--- config.mk ---
export PLATFORM = sky130hd
export DESIGN_NAME = sw_byte_framer
export DESIGN_NICKNAME = d
export VERILOG_FILES = /design/src/rtl/swf_pkg.sv /design/src/rtl/swf_sync.sv /design/src/rtl/swf_tx.sv /design/src/rtl/swf_rx.sv /design/src/rtl/swf_errcnt.sv /design/src/rtl/sw_byte_framer.sv
export SDC_FILE = /design/constraint.sdc
export NUM_CORES = 1
export LEC_CHECK = 0
export BUFFER_PORTS_ARGS = -buffer_cell sky130_fd_sc_hd__buf_2
export CAP_MARGIN = 20
export CORE_MARGIN = 3
export CORE_UTILIZATION = 52
export DETAILED_ROUTE_END_ITERATION = 12
export GPL_TIMING_DRIVEN = 0
export PLACE_DENSITY = 0.74
export SYNTH_ARGS = -nofsm -noshare
export SYNTH_HDL_FRONTEND = slang
export SYNTH_HIERARCHICAL = 1
export SYNTH_SLANG_ARGS = --single-unit
export TNS_END_PERCENT = 20
--- constraint.sdc ---
create_clock -name clk -period 2.9 [get_ports clk]
set_input_delay 0.29 -clock clk [delete_from_list [all_inputs] [get_ports clk]]
set_output_delay 0.29 -clock clk [all_outputs]
set_load 0.01 [all_outputs]
--- src/rtl/swf_pkg.sv ---
package swf_pkg;
  typedef enum logic [1:0] {
    TX_IDLE,
    TX_SEND,
    TX_PARK
  } tx_state_e;

  typedef enum logic [2:0] {
    RX_IDLE,
    RX_HUNT,
    RX_WAIT,
    RX_BITS,
    RX_DONE
  } rx_state_e;
endpackage

--- src/rtl/swf_sync.sv ---
module swf_sync #(
  parameter int   STAGES  = 2,
  parameter logic RST_VAL = 1'b1
) (
  input  logic clk,
  input  logic rst_n,
  input  logic d,
  output logic q
);
  logic [STAGES-1:0] chain;

  always_ff @(posedge clk or negedge rst_n) begin
    if (!rst_n) chain <= {STAGES{RST_VAL}};
    else        chain <= STAGES'({chain, d});
  end

  assign q = chain[STAGES-1];
endmodule

--- src/rtl/swf_tx.sv ---
module swf_tx
  import swf_pkg::*;
#(
  parameter int DATA_W      = 8,
  parameter int BIT_CYCLES  = 16,
  parameter int MARK_CYCLES = 2
) (
  input  logic              clk,
  input  logic              rst_n,
  input  logic              in_valid,
  output logic              in_ready,
  input  logic [DATA_W-1:0] in_data,
  input  logic              release_i,
  output logic              drv_en,
  output logic              drv_val
);
  localparam int CNT_W  = $clog2(BIT_CYCLES);
  localparam int SLOT_W = $clog2(DATA_W + 2);
  localparam logic [CNT_W-1:0]  CNT_LAST = CNT_W'(BIT_CYCLES - 1);
  localparam logic [CNT_W-1:0]  CNT_MARK = CNT_W'(MARK_CYCLES);
  localparam logic [SLOT_W-1:0] SLOT_MSB = SLOT_W'(1);
  localparam logic [SLOT_W-1:0] SLOT_PAR = SLOT_W'(DATA_W + 1);

  tx_state_e         st;
  logic [CNT_W-1:0]  cnt;
  logic [SLOT_W-1:0] slot;
  logic [DATA_W-1:0] shreg;
  logic              par;
  logic              take;
  logic              slot_end;

  assign in_ready = (st != TX_SEND);
  assign take     = in_valid && in_ready;
  assign slot_end = (cnt == CNT_LAST);

  always_ff @(posedge clk or negedge rst_n) begin
    if (!rst_n) begin
      st    <= TX_IDLE;
      cnt   <= '0;
      slot  <= '0;
      shreg <= '0;
      par   <= 1'b0;
    end else begin
      unique case (st)
        TX_IDLE, TX_PARK: begin
          if (take) begin
            st    <= TX_SEND;
            cnt   <= '0;
            slot  <= '0;
            shreg <= in_data;
            par   <= ^in_data;
          end else if (release_i) begin
            st <= TX_IDLE;
          end
        end
        TX_SEND: begin
          if (slot_end) begin
            cnt <= '0;
            if (slot == SLOT_PAR) begin
              st <= TX_PARK;
            end else begin
              slot <= slot + 1'b1;
              if (slot != '0) shreg <= {shreg[DATA_W-2:0], 1'b0};
            end
          end else begin
            cnt <= cnt + 1'b1;
          end
        end
        default: st <= TX_IDLE;
      endcase
    end
  end

  // Slot 0 low, slot 1 opens with a forced-high marker, data MSB first, parity last.
  always_comb begin
    drv_en  = 1'b1;
    drv_val = 1'b0;
    unique case (st)
      TX_IDLE: begin
        drv_en  = 1'b0;
        drv_val = 1'b1;
      end
      TX_PARK: drv_val = 1'b0;
      TX_SEND: begin
        if (slot == SLOT_PAR)                     drv_val = par;
        else if (slot == SLOT_MSB && cnt < CNT_MARK) drv_val = 1'b1;
        else if (slot != '0)                      drv_val = shreg[DATA_W-1];
      end
      default: ;
    endcase
  end
endmodule

--- src/rtl/swf_rx.sv ---
module swf_rx
  import swf_pkg::*;
#(
  parameter int DATA_W       = 8,
  parameter int BIT_CYCLES   = 16,
  parameter int HUNT_PERIODS = 5
) (
  input  logic              clk,
  input  logic              rst_n,
  input  logic              line_s,
  input  logic              arm,
  output logic              out_valid,
  input  logic              out_ready,
  output logic [DATA_W-1:0] out_data,
  output logic              out_perr,
  output logic              perr_evt
);
  localparam int CNT_W       = $clog2(BIT_CYCLES);
  localparam int SLOT_W      = $clog2(DATA_W + 1);
  localparam int HUNT_CYCLES = HUNT_PERIODS * BIT_CYCLES;
  localparam int HUNT_W      = $clog2(HUNT_CYCLES + 1);
  localparam logic [CNT_W-1:0]  CNT_LAST  = CNT_W'(BIT_CYCLES - 1);
  localparam logic [CNT_W-1:0]  CNT_MID   = CNT_W'(BIT_CYCLES / 2);
  localparam logic [SLOT_W-1:0] SLOT_PAR  = SLOT_W'(DATA_W);
  localparam logic [HUNT_W-1:0] HUNT_LAST = HUNT_W'(HUNT_CYCLES - 1);

  rx_state_e         st;
  logic [CNT_W-1:0]  cnt;
  logic [SLOT_W-1:0] slot;
  logic [HUNT_W-1:0] hcnt;
  logic [DATA_W-1:0] shreg;
  logic              calc;
  logic              perr;
  logic              mid;

  assign mid = (cnt == CNT_MID);

  always_ff @(posedge clk or negedge rst_n) begin
    if (!rst_n) begin
      st       <= RX_IDLE;
      cnt      <= '0;
      slot     <= '0;
      hcnt     <= '0;
      shreg    <= '0;
      calc     <= 1'b0;
      perr     <= 1'b0;
      perr_evt <= 1'b0;
    end else begin
      perr_evt <= 1'b0;
      unique case (st)
        RX_IDLE: begin
          if (arm) begin
            st   <= RX_HUNT;
            hcnt <= '0;
          end
        end
        RX_HUNT: begin
          if (!arm)                               st <= RX_IDLE;
          else if (!line_s || hcnt == HUNT_LAST)  st <= RX_WAIT;
          else                                    hcnt <= hcnt + 1'b1;
        end
        RX_WAIT: begin
          if (!arm) begin
            st <= RX_IDLE;
          end else if (line_s) begin
            st   <= RX_BITS;
            cnt  <= '0;
            slot <= '0;
            calc <= 1'b0;
          end
        end
        RX_BITS: begin
          cnt <= (cnt == CNT_LAST) ? '0 : cnt + 1'b1;
          if (cnt == CNT_LAST) slot <= slot + 1'b1;
          if (mid) begin
            if (slot == SLOT_PAR) begin
              st       <= RX_DONE;
              perr     <= (line_s != calc);
              perr_evt <= (line_s != calc);
            end else begin
              shreg <= {shreg[DATA_W-2:0], line_s};
              calc  <= calc ^ line_s;
            end
          end
        end
        RX_DONE: begin
          if (out_ready) begin
            st   <= arm ? RX_HUNT : RX_IDLE;
            hcnt <= '0;
          end
        end
        default: st <= RX_IDLE;
      endcase
    end
  end

  assign out_valid = (st == RX_DONE);
  assign out_data  = shreg;
  assign out_perr  = perr;
endmodule

--- src/rtl/swf_errcnt.sv ---
module swf_errcnt #(
  parameter int ERR_W = 4
) (
  input  logic             clk,
  input  logic             rst_n,
  input  logic             hit,
  input  logic             clr,
  output logic [ERR_W-1:0] count,
  output logic             flag
);
  localparam logic [ERR_W-1:0] CNT_MAX = '1;

  always_ff @(posedge clk or negedge rst_n) begin
    if (!rst_n) begin
      count <= '0;
      flag  <= 1'b0;
    end else if (clr) begin
      count <= '0;
      flag  <= 1'b0;
    end else if (hit) begin
      flag <= 1'b1;
      if (count != CNT_MAX) count <= count + 1'b1;
    end
  end
endmodule

--- src/rtl/sw_byte_framer.sv ---
module sw_byte_framer #(
  parameter int DATA_W       = 8,
  parameter int BIT_CYCLES   = 16,
  parameter int MARK_CYCLES  = 2,
  parameter int HUNT_PERIODS = 5,
  parameter int SYNC_STAGES  = 2,
  parameter int ERR_W        = 4
) (
  input  logic              clk,
  input  logic              rst_n,
  input  logic              tx_valid,
  output logic              tx_ready,
  input  logic [DATA_W-1:0] tx_data,
  input  logic              line_release,
  output logic              line_oe,
  output logic              line_do,
  input  logic              line_di,
  input  logic              rx_arm,
  output logic              rx_valid,
  input  logic              rx_ready,
  output logic [DATA_W-1:0] rx_data,
  output logic              rx_perr,
  input  logic              err_clr,
  output logic [ERR_W-1:0]  err_cnt,
  output logic              err_flag
);
  logic line_s;
  logic perr_evt;

  swf_sync #(
    .STAGES (SYNC_STAGES),
    .RST_VAL(1'b1)
  ) u_sync (
    .clk  (clk),
    .rst_n(rst_n),
    .d    (line_di),
    .q    (line_s)
  );

  swf_tx #(
    .DATA_W     (DATA_W),
    .BIT_CYCLES (BIT_CYCLES),
    .MARK_CYCLES(MARK_CYCLES)
  ) u_tx (
    .clk      (clk),
    .rst_n    (rst_n),
    .in_valid (tx_valid),
    .in_ready (tx_ready),
    .in_data  (tx_data),
    .release_i(line_release),
    .drv_en   (line_oe),
    .drv_val  (line_do)
  );

  swf_rx #(
    .DATA_W      (DATA_W),
    .BIT_CYCLES  (BIT_CYCLES),
    .HUNT_PERIODS(HUNT_PERIODS)
  ) u_rx (
    .clk      (clk),
    .rst_n    (rst_n),
    .line_s   (line_s),
    .arm      (rx_arm),
    .out_valid(rx_valid),
    .out_ready(rx_ready),
    .out_data (rx_data),
    .out_perr (rx_perr),
    .perr_evt (perr_evt)
  );

  swf_errcnt #(
    .ERR_W(ERR_W)
  ) u_err (
    .clk  (clk),
    .rst_n(rst_n),
    .hit  (perr_evt),
    .clr  (err_clr),
    .count(err_cnt),
    .flag (err_flag)
  );
endmodule

After elaboration in Yosys (flattened, before gate mapping)
Index checks and enable logic that the tools add are counted.

Logic and storage cells: 141. Bits of input ports: 16. Output and inout bits: 18. Bits in registers: 55.

Reduce and logical (&&, ||, !) cells: 27. Add/subtract/negate cells: 6. Multiplexer cells: 55. $lt $le $gt $ge: 1. Bitwise gates (word level): 2. Eq/ne operators: 34.

Operators with widths (count): two-way mux 4 bit (11); two-way mux 8 bit (4); case mux 4 bit (2 select lines) (4); two-way mux 7 bit (4); two-way mux 3 bit (8); case mux 7 bit (3 select lines) (1); adder 4 x 1 -> 4 bit (second input constant) (5); == test 4 bit (second input constant) (5); inequality test 2 x 1 -> 1 bit (second input constant) (9); case mux 8 bit (2 select lines) (1); case mux 3 bit (5 select lines) (1); AND reduction 5 bit (3); two-way mux 1 bit (14); inequality test 2 bit (second input constant) (7); AND reduction 3 bit (4); two-way mux 2 bit (4); AND reduction 4 bit (2); nonzero test 2 bit (4); parity 8 bit (1); adder 7 x 1 -> 7 bit (second input constant) (1); == test 7 bit (second input constant) (1); == test 3 x 2 -> 1 bit (second input constant) (2); inequality test 3 x 2 -> 1 bit (second input constant) (2); AND reduction 2 bit (3); other kinds (22) (24).

Depth between registers and ports, before layout
Gate-level depths: netlist of the first run.

Word-level depth: 5. Gate-level depth with buffers: 7. Gate-level depth less buffers: 6.

Cells and area by module
Netlist of the first run, hierarchy kept.

By module, submodules not included: swf_rx (sequential area each 725.7 sq um, area an instance 1501.4 sq um, cells an instance 144, times used 1); swf_tx (sequential area each 475.5 sq um, area an instance 1088.5 sq um, cells an instance 115, times used 1); swf_errcnt (sequential area each 125.1 sq um, area an instance 265.3 sq um, cells an instance 23, times used 1); swf_sync (sequential area each 52.6 sq um, area an instance 52.6 sq um, cells an instance 2, times used 1).

Worst setup path before layout of the first run
OpenSTA, ideal clock, no wires.

Kind: register to register. Start: reg u_tx.slot[0]. End: reg u_tx.shreg[1]. Setup slack: 1.119 ns. Cell stages (with the launch flop): 7. Arrival time: 1.656 ns. Path buffers: 0. Period minus slack after synthesis: 1.781 ns. Setup time: 0.125 ns. Data required time: 2.775 ns. Cell sequence: dfrtp_1 -> inv_1 -> ha_1 -> inv_1 -> or4_4 -> nand3_4 -> mux2_2.

Longest elaborated chain between the ends: 3. Elaborated cells between the ends (all ways): 5. Those cells by class: eq/ne (3); reduce/logical (2).

Ends and longest elaborated chain: start, declared (RTL line swf_tx.sv:26) `logic [SLOT_W-1:0] slot;`; start signal, assigned (RTL line swf_tx.sv:62) `slot <= slot + 1'b1;`; == test 4 bit / nonzero test 4 bit (equally long branches) (RTL line swf_tx.sv:59, swf_tx.sv:63); inequality test 2 bit (no line) / inequality test 2 x 1 -> 1 bit (equally long branches); AND reduction 5 bit (no line) (*); end signal, assigned (RTL line swf_tx.sv:50) `shreg <= in_data;`; end signal, assigned (RTL line swf_tx.sv:63) `if (slot != '0) shreg <= {shreg[DATA_W-2:0], 1'b0};`; end, declared (RTL line swf_tx.sv:27) `logic [DATA_W-1:0] shreg;`.

Mark *: on every way between the ends. The rest lies on a longest branch, timed or not. A chain may end at the register's enable or synchronous reset.

Worst setup path in the final report of the first run
Start: reg u_tx.st[0]. End: out tx_ready.

Longest elaborated chain between the ends: 1.

Ends and longest elaborated chain: start, declared (RTL line swf_tx.sv:24) `tx_state_e st;`; start signal, assigned (RTL line swf_tx.sv:38) `st <= TX_IDLE;`; start signal, assigned (RTL line swf_tx.sv:47) `st <= TX_SEND;`; start signal, assigned (RTL line swf_tx.sv:53) `st <= TX_IDLE;`; inequality test 2 x 1 -> 1 bit (RTL line swf_tx.sv:32) `assign in_ready = (st != TX_SEND);`; end, declared (RTL line sw_byte_framer.sv:12) `output logic tx_ready,`.

No other way between the ends.

==> results of run 1 <==
where the power goes:
part	internal, mW	leakage, nW	switching, mW
clock network	0.280	0.0612	0.242
logic	0.409	0.808	0.454
registers	0.960	0.723	0.168
total	1.65	1.59	0.863
kinds of logic after synthesis:
group	after synthesis	synth area share
AO/OA/AOI/OAI	56	0.135
XOR/XNOR	12	0.0361
adder cells (fa/ha/maj)	10	0.0430
buffers and inverters	22	0.0301
flip-flops	55	0.474
multiplexers	19	0.0744
AND/OR/NAND/NOR	110	0.207
routing by layer:
layer / track usage / share of wire
met5: 0 / 0
met1: 0.238 / 0.48
met2: 0.296 / 0.46
met3: 0.0377 / 0.043
met4: 0.0642 / 0.014
cell type report:
type | count | area (um2) | area share
flip-flops and latches | 55 | 1380 | 0.417
repair buffers | 35 | 195 | 0.0590
clock buffers | 6 | 82.6 | 0.0250
multi-input cells | 207 | 1440 | 0.436
inverters | 16 | 60.1 | 0.0182
clock inverters | 2 | 35.0 | 0.0106
plain buffers | 6 | 27.5 | 0.00832
well taps | 70 | 87.6 | 0.0265
stage by stage:
stage	utilization	total power, mW
2_1_floorplan	-	1.77
4_1_cts	0.628	2.54
6_report	0.628	2.51
3_5_place_dp	0.604	2.00
5_1_grt	0.628	2.72
3_3_place_gp	0.600	1.96
critical path, stage by stage (launching register included):
cell and delay, ns:
dfrtp_1 0.42, and2b_1 0.17, buf_4 0.16, inv_2 0.08, clkbuf_1 0.37, buf_2 0.22
cells in the final DEF, fill, tap and decap left out, drive strengths merged, types with 3 or more instances in the layout:
cell,n
dfrtp,53
buf,36
nand2,35
mux2,18
o21ai,17
inv,16
nor2,15
a21oi,10
ha,10
xnor2,10
nand3,10
clkbuf,10
nor3,7
nor2b,6
and3,6
o31ai,5
nand2b,4
nand3b,4
a22o,4
or3,3
or2,3
and2,3
a31o,3
a211o,3
nor3b,3
sequential cells by signal (all words and copies together), names as in the netlist, 2 cells and up:
register       cells
u_err/count        4
u_rx/cnt           4
u_rx/hcnt          7
u_rx/out_data      8
u_rx/slot          4
u_rx/st            3
u_sync/chain       2
u_tx/cnt           4
u_tx/shreg         8
u_tx/slot          4
u_tx/st            2
worst max-delay path by stage:
stage	start	endpoint	cells after the start
final	u_tx/st[0]	tx_ready	5
after detailed placement	u_tx/slot[0]	u_tx/shreg[5]	6
after CTS	u_tx/st[0]	tx_ready	5
after global placement	u_tx/slot[0]	u_tx/shreg[5]	6
after floorplan	u_tx/slot[0]	u_tx/shreg[1]	6
after global routing	u_tx/st[0]	tx_ready	5
==> impl_metrics.toml, run 1 <==
[logic_synthesis]
synth-seq-cells = 55
synthFlopType = "dfrtp_1"
synth_area_leaders = "dfrtp_1, mux2_2, nand2_1, ha_1, xnor2_1"
synthArstFlopShare = 1.00
ys_types = 59
synth_top_cell_area_share = 0.456
synth_edf_count = 0
yosys-top-cells-count = "dfrtp_1, nand2_1, mux2_2"
syn_nets = 310
yosysMostFrequentCell = "dfrtp_1"
seq_area_frac_synth = 0.474
netlist_instances = 284
avgSynthCellArea_um2 = 10.2
synth_warnings = 6
yosys.area.top_type = "dfrtp_1"
netlist_area_mm2 = 0.00291

[clocking]
cts-root-buf = "clkbuf_8"
h-tree-depth = 2
cts_setup_buffers = 0
cts_resized = 0
clk_pin_slew_ns = 0.10
cts.hold.buffers_added = 1
cts_tree = "built"
insertion_delay_ns = 0.30
cts.sinks = 55
cts_buffers = 5
clockBufferDepth = 2

[floorplan]
die-area_mm2 = 0.00653
initial_core_util = 0.552
core_area_mm2 = 0.00527
fp.dieW_um = 80.8
io_pins = 34
die_h_um = 80.8
rows = 26

[drt]
drtIter0Drc = 130
drt_wl_total_um = 5370
vias = 2179
drt-pass1-iter-count = 4
ant_nets = 0
drt-wirelength-per-cell_um = 13.5
drc_errors = 0
drt-vias-per-instance = 5.49

[worst_setup_path]
regToRegSetupSlack_ns = 1.03
crit_required_ns = 2.61
cp_max_fo = 10
worst_ep_arrival_time_ns = 1.73
startpoint_type = "flop"
reg2reg_depth = 6
worst_r2r_startpoint = "u_tx/slot[0]"
worstSetupPathType = "flop to output pin"
worstReg2RegEnd = "u_tx/shreg[5]"
worstSetupEndpointType = "output pin"

[timing]
finalSetupViolCount = 0
slew_viol_final = 0
finalCriticalPeriod_ns = 2.02
report.final.hold_viol_count = 0
grt_setup_unrepaired = "no"
fin_skew_ns = 0.00627
setup_ws_ns = 0.877
min_period_over_period = 0.698
tightest_slew_ns = 0.561
timing.fmax_mhz = 494
whs_ns = 0.0796
relSlewSlack = 0.626
finalSetupTns_ns = 0

[cells_and_area]
postLayoutCellArea_mm2 = 0.00331
diodes = 0
instances_no_fill = 397
final_nets = 352
fillers = 460
synthToLayoutAreaGrowth_pct = 13.8
drive_above_1_share = 0.251

[min_path]
min_to = "u_sync/chain[0]"
hp-class = "primary input to flop"
hold_depth = 1
min-delay-start = "line_di"

[grt]
grt_pass1_wl_um = 9150
grt_use_total = 0.180
grt_pass1_vias = 2065
grt_max_degree = 33
antenna_found_initial = 0
globalRouteOverflowTotal = 0

[outcome]
outcome = "finished, final reports clean"

[place]
detailed_place_hpwl_um = 3930
port_buffers = 33
dp_cells = 388
preCtsSetupSlack_ns = 1.03
dpl_cell_area_mm2 = 0.00318
gp_congestion = 0.763

[pwr]
power.density_mw_per_mm2 = 760
ir_worst_vdd_mv = 0.355
p_leak_nw = 1.59

[flow_run]
drv_cap = 0
Note: power is estimated with default switching activity, not from simulation.
==> run 2: changes to the inputs <==
==> constraint.sdc (replaced) <==
create_clock -name clk -period 1.9 [get_ports clk]
set_input_delay 0.19 -clock clk [delete_from_list [all_inputs] [get_ports clk]]
set_output_delay 0.19 -clock clk [all_outputs]
set_load 0.01 [all_outputs]
==> run 2 against run 1 <==
Global-route usage stayed put; sequential share of layout area fell by 0.53 points; critical path depth increased by 1; utilization increased by 0.81 points; critical path type is now flop to flop.
==> impl_metrics.toml, run 2 (same netlist as run 1, synthesis figures left out) <==
[pwr]
p_leak_nw = 1.61
ir_worst_vdd_mv = 0.542
power.density_mw_per_mm2 = 1170

[drt]
drc_errors = 0
drt-pass1-iter-count = 4
vias = 2206
drt-vias-per-instance = 5.52
drtIter0Drc = 149
drt-wirelength-per-cell_um = 13.7
drt_wl_total_um = 5490
ant_nets = 0

[floorplan]
fp.dieW_um = 80.8
die_h_um = 80.8
die-area_mm2 = 0.00653
core_area_mm2 = 0.00527
rows = 26
io_pins = 34
initial_core_util = 0.552

[cells_and_area]
instances_no_fill = 400
drive_above_1_share = 0.273
synthToLayoutAreaGrowth_pct = 15.2
diodes = 0
fillers = 454
final_common_cell = "dfrtp_1"
mostFrequentLayoutCells = "dfrtp_1, nand2_1, buf_2"
final_nets = 355
post-route-util = 0.636

[worst_setup_path]
crit_chain = "inv_2, ha_1, inv_1, or4_4, nand3_4, mux2_2"
path_buf_inv = 2
worst_ep_arrival_time_ns = 2.07
worstSetupPathType = "flop to flop"
cp_slowest_cell = "or4_4"
startpoint_type = "flop"
worstSetupEndpointType = "flop"
crit_required_ns = 2.10
critPathMaxStageDelay_ns = 0.54
cp_top_family = "simple AND/OR/NAND/NOR gates"
cp_max_fo = 8

[timing]
grt_setup_unrepaired = "yes"
slew_viol_final = 0
setup_ws_ns = 0.0319
finalSetupViolCount = 0
report.final.hold_viol_count = 0
timing.fmax_mhz = 535
relSlewSlack = 0.627
finalSetupTns_ns = 0
tightest_slew_ns = 0.560
fin_skew_ns = 0.00671
min_period_over_period = 0.983
finalCriticalPeriod_ns = 1.87

[grt]
antenna_found_initial = 0
grt_pass1_wl_um = 9150
grt_pass1_vias = 2065
grt_max_degree = 33
grt_use_total = 0.180
globalRouteOverflowTotal = 0

[clocking]
insertion_delay_ns = 0.30
cts-root-buf = "clkbuf_8"
cts_tree = "built"
cts_buffers = 5
clockBufferDepth = 2
cts.sinks = 55
clk_pin_slew_ns = 0.10
h-tree-depth = 2

[place]
dp_cells = 388
port_buffers = 33
preCtsSetupSlack_ns = 0.0276
detailed_place_hpwl_um = 3930
gp_congestion = 0.763

[outcome]
outcome = "finished, final reports clean"

[min_path]
hp-class = "primary input to flop"

[flow_run]
drv_cap = 0
[run 2: through the flow]
stage / hold WS (ns) / total power, mW / area, um2
2_1_floorplan: -0.106 / 2.70 / 2910
3_3_place_gp: 0.296 / 2.99 / 3160
5_1_grt: 0.111 / 4.23 / 3350
3_5_place_dp: 0.215 / 3.06 / 3180
6_report: 0.110 / 3.92 / 3350
4_1_cts: 0.0990 / 3.87 / 3320
[run 2: what timing repair did]
item	4_1_cts	5_1_grt
endpoints found under the setup margin	1	11
gates resized for setup	1	7
setup buffers	0	2
hold endpoints to repair	22	0
pin swaps	0	2
hold buffers	2	0
cloned	0	0
[run 2: per-layer routing]
layer | up-vias | GRT usage | share of wire
met3 | 6 | 0.0377 | 0.041
li1 | 1092 | - | -
met4 | 0 | 0.0642 | 0.013
met5 | - | 0 | 0
met1 | 1066 | 0.238 | 0.48
met2 | 42 | 0.296 | 0.46
[run 2: area by class of cell]
| class | count | area, um2 | share of cell area |
|---|---|---|---|
| Multi-Input combinational cell | 207 | 1460 | 0.435 |
| Sequential cell | 55 | 1380 | 0.412 |
| Timing Repair Buffer | 38 | 220 | 0.0657 |
| Tap cell | 70 | 87.6 | 0.0261 |
| Clock buffer | 6 | 82.6 | 0.0246 |
| Inverter | 16 | 60.1 | 0.0179 |
| Clock inverter | 2 | 35.0 | 0.0105 |
| Buffer | 6 | 28.8 | 0.00859 |
[run 2: path summary, 6_finish.rpt]
| check | startpoint | to | slack (ns) | depth (start not counted) |
|---|---|---|---|---|
| worst max-delay path | u_tx/slot[0] | u_tx/shreg[2] | 0.03 | 6 |
| worst min-delay path | rx_ready | u_rx/st[2] | 0.11 | 2 |
| worst max register to register | u_tx/slot[0] | u_tx/shreg[2] | 0.03 | 6 |
| worst min register to register | u_sync/chain[0] | u_sync/chain[1] | 0.36 | 0 |
| max in group asynchronous | rst_n | u_rx/out_data[0] | 0.94 | 3 |
| min in group asynchronous | rst_n | u_tx/slot[3] | 0.39 | 2 |
[run 2: power by group]
group	total [mW]	internal [mW]	switching [mW]
Clock	0.800	0.427	0.373
Sequential	1.74	1.47	0.271
Combinational	1.38	0.667	0.714
Total	3.92	2.56	1.36
==> run 3: changes to the inputs <==
--- a/config.mk
+++ b/config.mk
@@ -7,7 +7,7 @@
 export LEC_CHECK = 0
 export BUFFER_PORTS_ARGS = -buffer_cell sky130_fd_sc_hd__buf_2
 export CAP_MARGIN = 20
-export CORE_MARGIN = 3
+export CORE_MARGIN = 1.5
 export CORE_UTILIZATION = 52
 export DETAILED_ROUTE_END_ITERATION = 12
 export GPL_TIMING_DRIVEN = 0
==> constraint.sdc (replaced) <==
create_clock -name clk -period 1.9 [get_ports clk]
set_input_delay 0.095 -clock clk [delete_from_list [all_inputs] [get_ports clk]]
set_output_delay 0.095 -clock clk [all_outputs]
set_load 0.01 [all_outputs]
==> run 3 against run 2 <==
Via count fell by 1.5%; sequential power barely moved; first-iteration DRC count shrank 36%; sequential share of layout area is 0.19 points higher; register-to-register slack worse by 0.02 ns; largest cell class unchanged.
==> impl_metrics.toml, run 3 (same netlist as run 1, synthesis figures left out) <==
[worst_setup_path]
crit_chain = "and2b_1, buf_6, inv_2, or4_4, nand3_4, mux2_2"
worst_ep_arrival_time_ns = 2.07
worstSetupPathType = "flop to flop"
cp_max_fo = 8
cp_slowest_cell = "or4_4"
startpoint_type = "flop"
critPathMaxStageDelay_ns = 0.43
worstSetupEndpointType = "flop"
regToRegSetupSlack_ns = 0.02
reg2reg_depth = 6
worstReg2RegEnd = "u_tx/shreg[2]"
worst_r2r_startpoint = "u_tx/st[1]"
crit_required_ns = 2.09

[drt]
ant_nets = 0
drt-vias-per-instance = 5.41
drt_wl_total_um = 5400
drc_errors = 0
drt-pass1-iter-count = 4
drtIter0Drc = 95
vias = 2173
drt-wirelength-per-cell_um = 13.4

[clocking]
insertion_delay_ns = 0.31
cts_tree = "built"
cts-root-buf = "clkbuf_8"
clockBufferDepth = 2
clk_pin_slew_ns = 0.10
cts.sinks = 55
h-tree-depth = 2
cts_buffers = 5

[grt]
grt_busiest_layer = "met2"
grt_use_total = 0.197
grt_pass1_vias = 2169
grt_use_met2 = 0.325
antenna_found_initial = 0
grt_max_degree = 37
grt_pass1_wl_um = 9510
globalRouteOverflowTotal = 0
use_met1 = 0.260
grtUsageMet3 = 0.0365

[pwr]
ir_worst_vdd_mv = 0.688
p_int_mw = 2.44
power.switching_fraction = 0.352
power_frac_clock = 0.186
p_leak_nw = 1.60
power_frac_comb = 0.358
seq_power_share = 0.456
power.density_mw_per_mm2 = 1130
p_sw_mw = 1.33

[timing]
fin_skew_ns = 0.0112
grt_setup_unrepaired = "yes"
relSlewSlack = 0.669
slew_viol_final = 0
whs_ns = 0.0279
tightest_slew_ns = 0.492
finalSetupTns_ns = 0
finalSetupViolCount = 0
report.final.hold_viol_count = 0
min_period_over_period = 0.991
timing.fmax_mhz = 531
finalCriticalPeriod_ns = 1.88

[cells_and_area]
post-route-util = 0.613
drive_above_1_share = 0.264
final_nets = 355
diodes = 0
final_common_cell = "dfrtp_1"
synthToLayoutAreaGrowth_pct = 14.7
mostFrequentLayoutCells = "dfrtp_1, nand2_1, buf_2"
fillers = 458

[min_path]
min_to = "u_err/count[2]"
hp-class = "primary input to flop"
min-delay-start = "err_clr"
hold_depth = 2

[floorplan]
initial_core_util = 0.535
rows = 27
die_h_um = 77.8
io_pins = 34
fp.dieW_um = 77.8
core_area_mm2 = 0.00544
die-area_mm2 = 0.00605

[flow_run]
drv_cap = 0

[place]
port_buffers = 33
gp_congestion = 0.778
detailed_place_hpwl_um = 3960

[outcome]
outcome = "finished, final reports clean"
-- run 3: cell count changes in the layout (fill, tap and decap cells not counted), sizes merged --
| cell | change |
|---|---|
| clkinvlp | +1 |
| bufinv | -1 |
| dlygate4sd3 | +1 |
| clkbuf | +1 |
| clkinv | -1 |
| buf | -1 |
-- run 3: area by class of cell --
type,instances,area [um2],share of cell area
multi-input cells,207,1450,0.434
flip-flops and latches,55,1380,0.413
inverters,16,60.1,0.0180
clock inverters,1,7.51,0.00225
plain buffers,6,32.5,0.00975
well taps,72,90.1,0.0270
clock buffers,7,96.3,0.0289
repair buffers,38,223,0.0668
-- run 3: critical path: cells and delay by family (launching register included) --
kind,cells,cell delay (ns)
buf+inv,2,0.19
flops,1,0.41
mux,1,0.35
simple gates,3,0.81
-- run 3: worst max-delay path by stage --
stage            startpoint            end  cells past startpoint
2_1_floorplan  u_tx/slot[0]  u_tx/shreg[1]                      6
3_3_place_gp   u_tx/slot[0]  u_tx/shreg[1]                      6
3_5_place_dp   u_tx/slot[0]  u_tx/shreg[2]                      6
4_1_cts          u_tx/st[1]  u_tx/shreg[2]                      6
5_1_grt          u_tx/st[1]  u_tx/shreg[2]                      6
6_report         u_tx/st[1]  u_tx/shreg[2]                      6
-- run 3: routing by layer --
layer,share of wire,vias to the layer above,routed length (um)
met3,0.030,5,162
met2,0.48,27,2580
met1,0.48,1049,2580
met5,0,-,0
met4,0.014,0,77
li1,-,1092,-
-- run 3: stage by stage --
stage,cells,power (mW),worst slack [ns],instance area [um2]
after floorplan,284,2.70,0.119,2910
after global placement,389,3.00,0.0444,3160
final,402,3.77,0.0166,3340
after detailed placement,390,3.06,0.0147,3180
after CTS,402,3.78,0.00104,3320
after global routing,402,4.07,-0.0290,3340
-- run 3: what timing repair did --
item	CTS	global route
setup endpoints to repair	1	16
gates resized for setup	0	6
buffers inserted	1	0
hold endpoints to repair	20	0
hold buffers	3	0
pin swaps	0	0
-- run 3: power by group through the flow --
stage	logic [mW]	clock network [mW]	registers [mW]
after floorplan	1.02	0	1.68
after global placement	1.27	0	1.73
after detailed placement	1.32	0	1.74
after CTS	1.33	0.731	1.72
after global routing	1.52	0.782	1.77
final	1.35	0.701	1.72
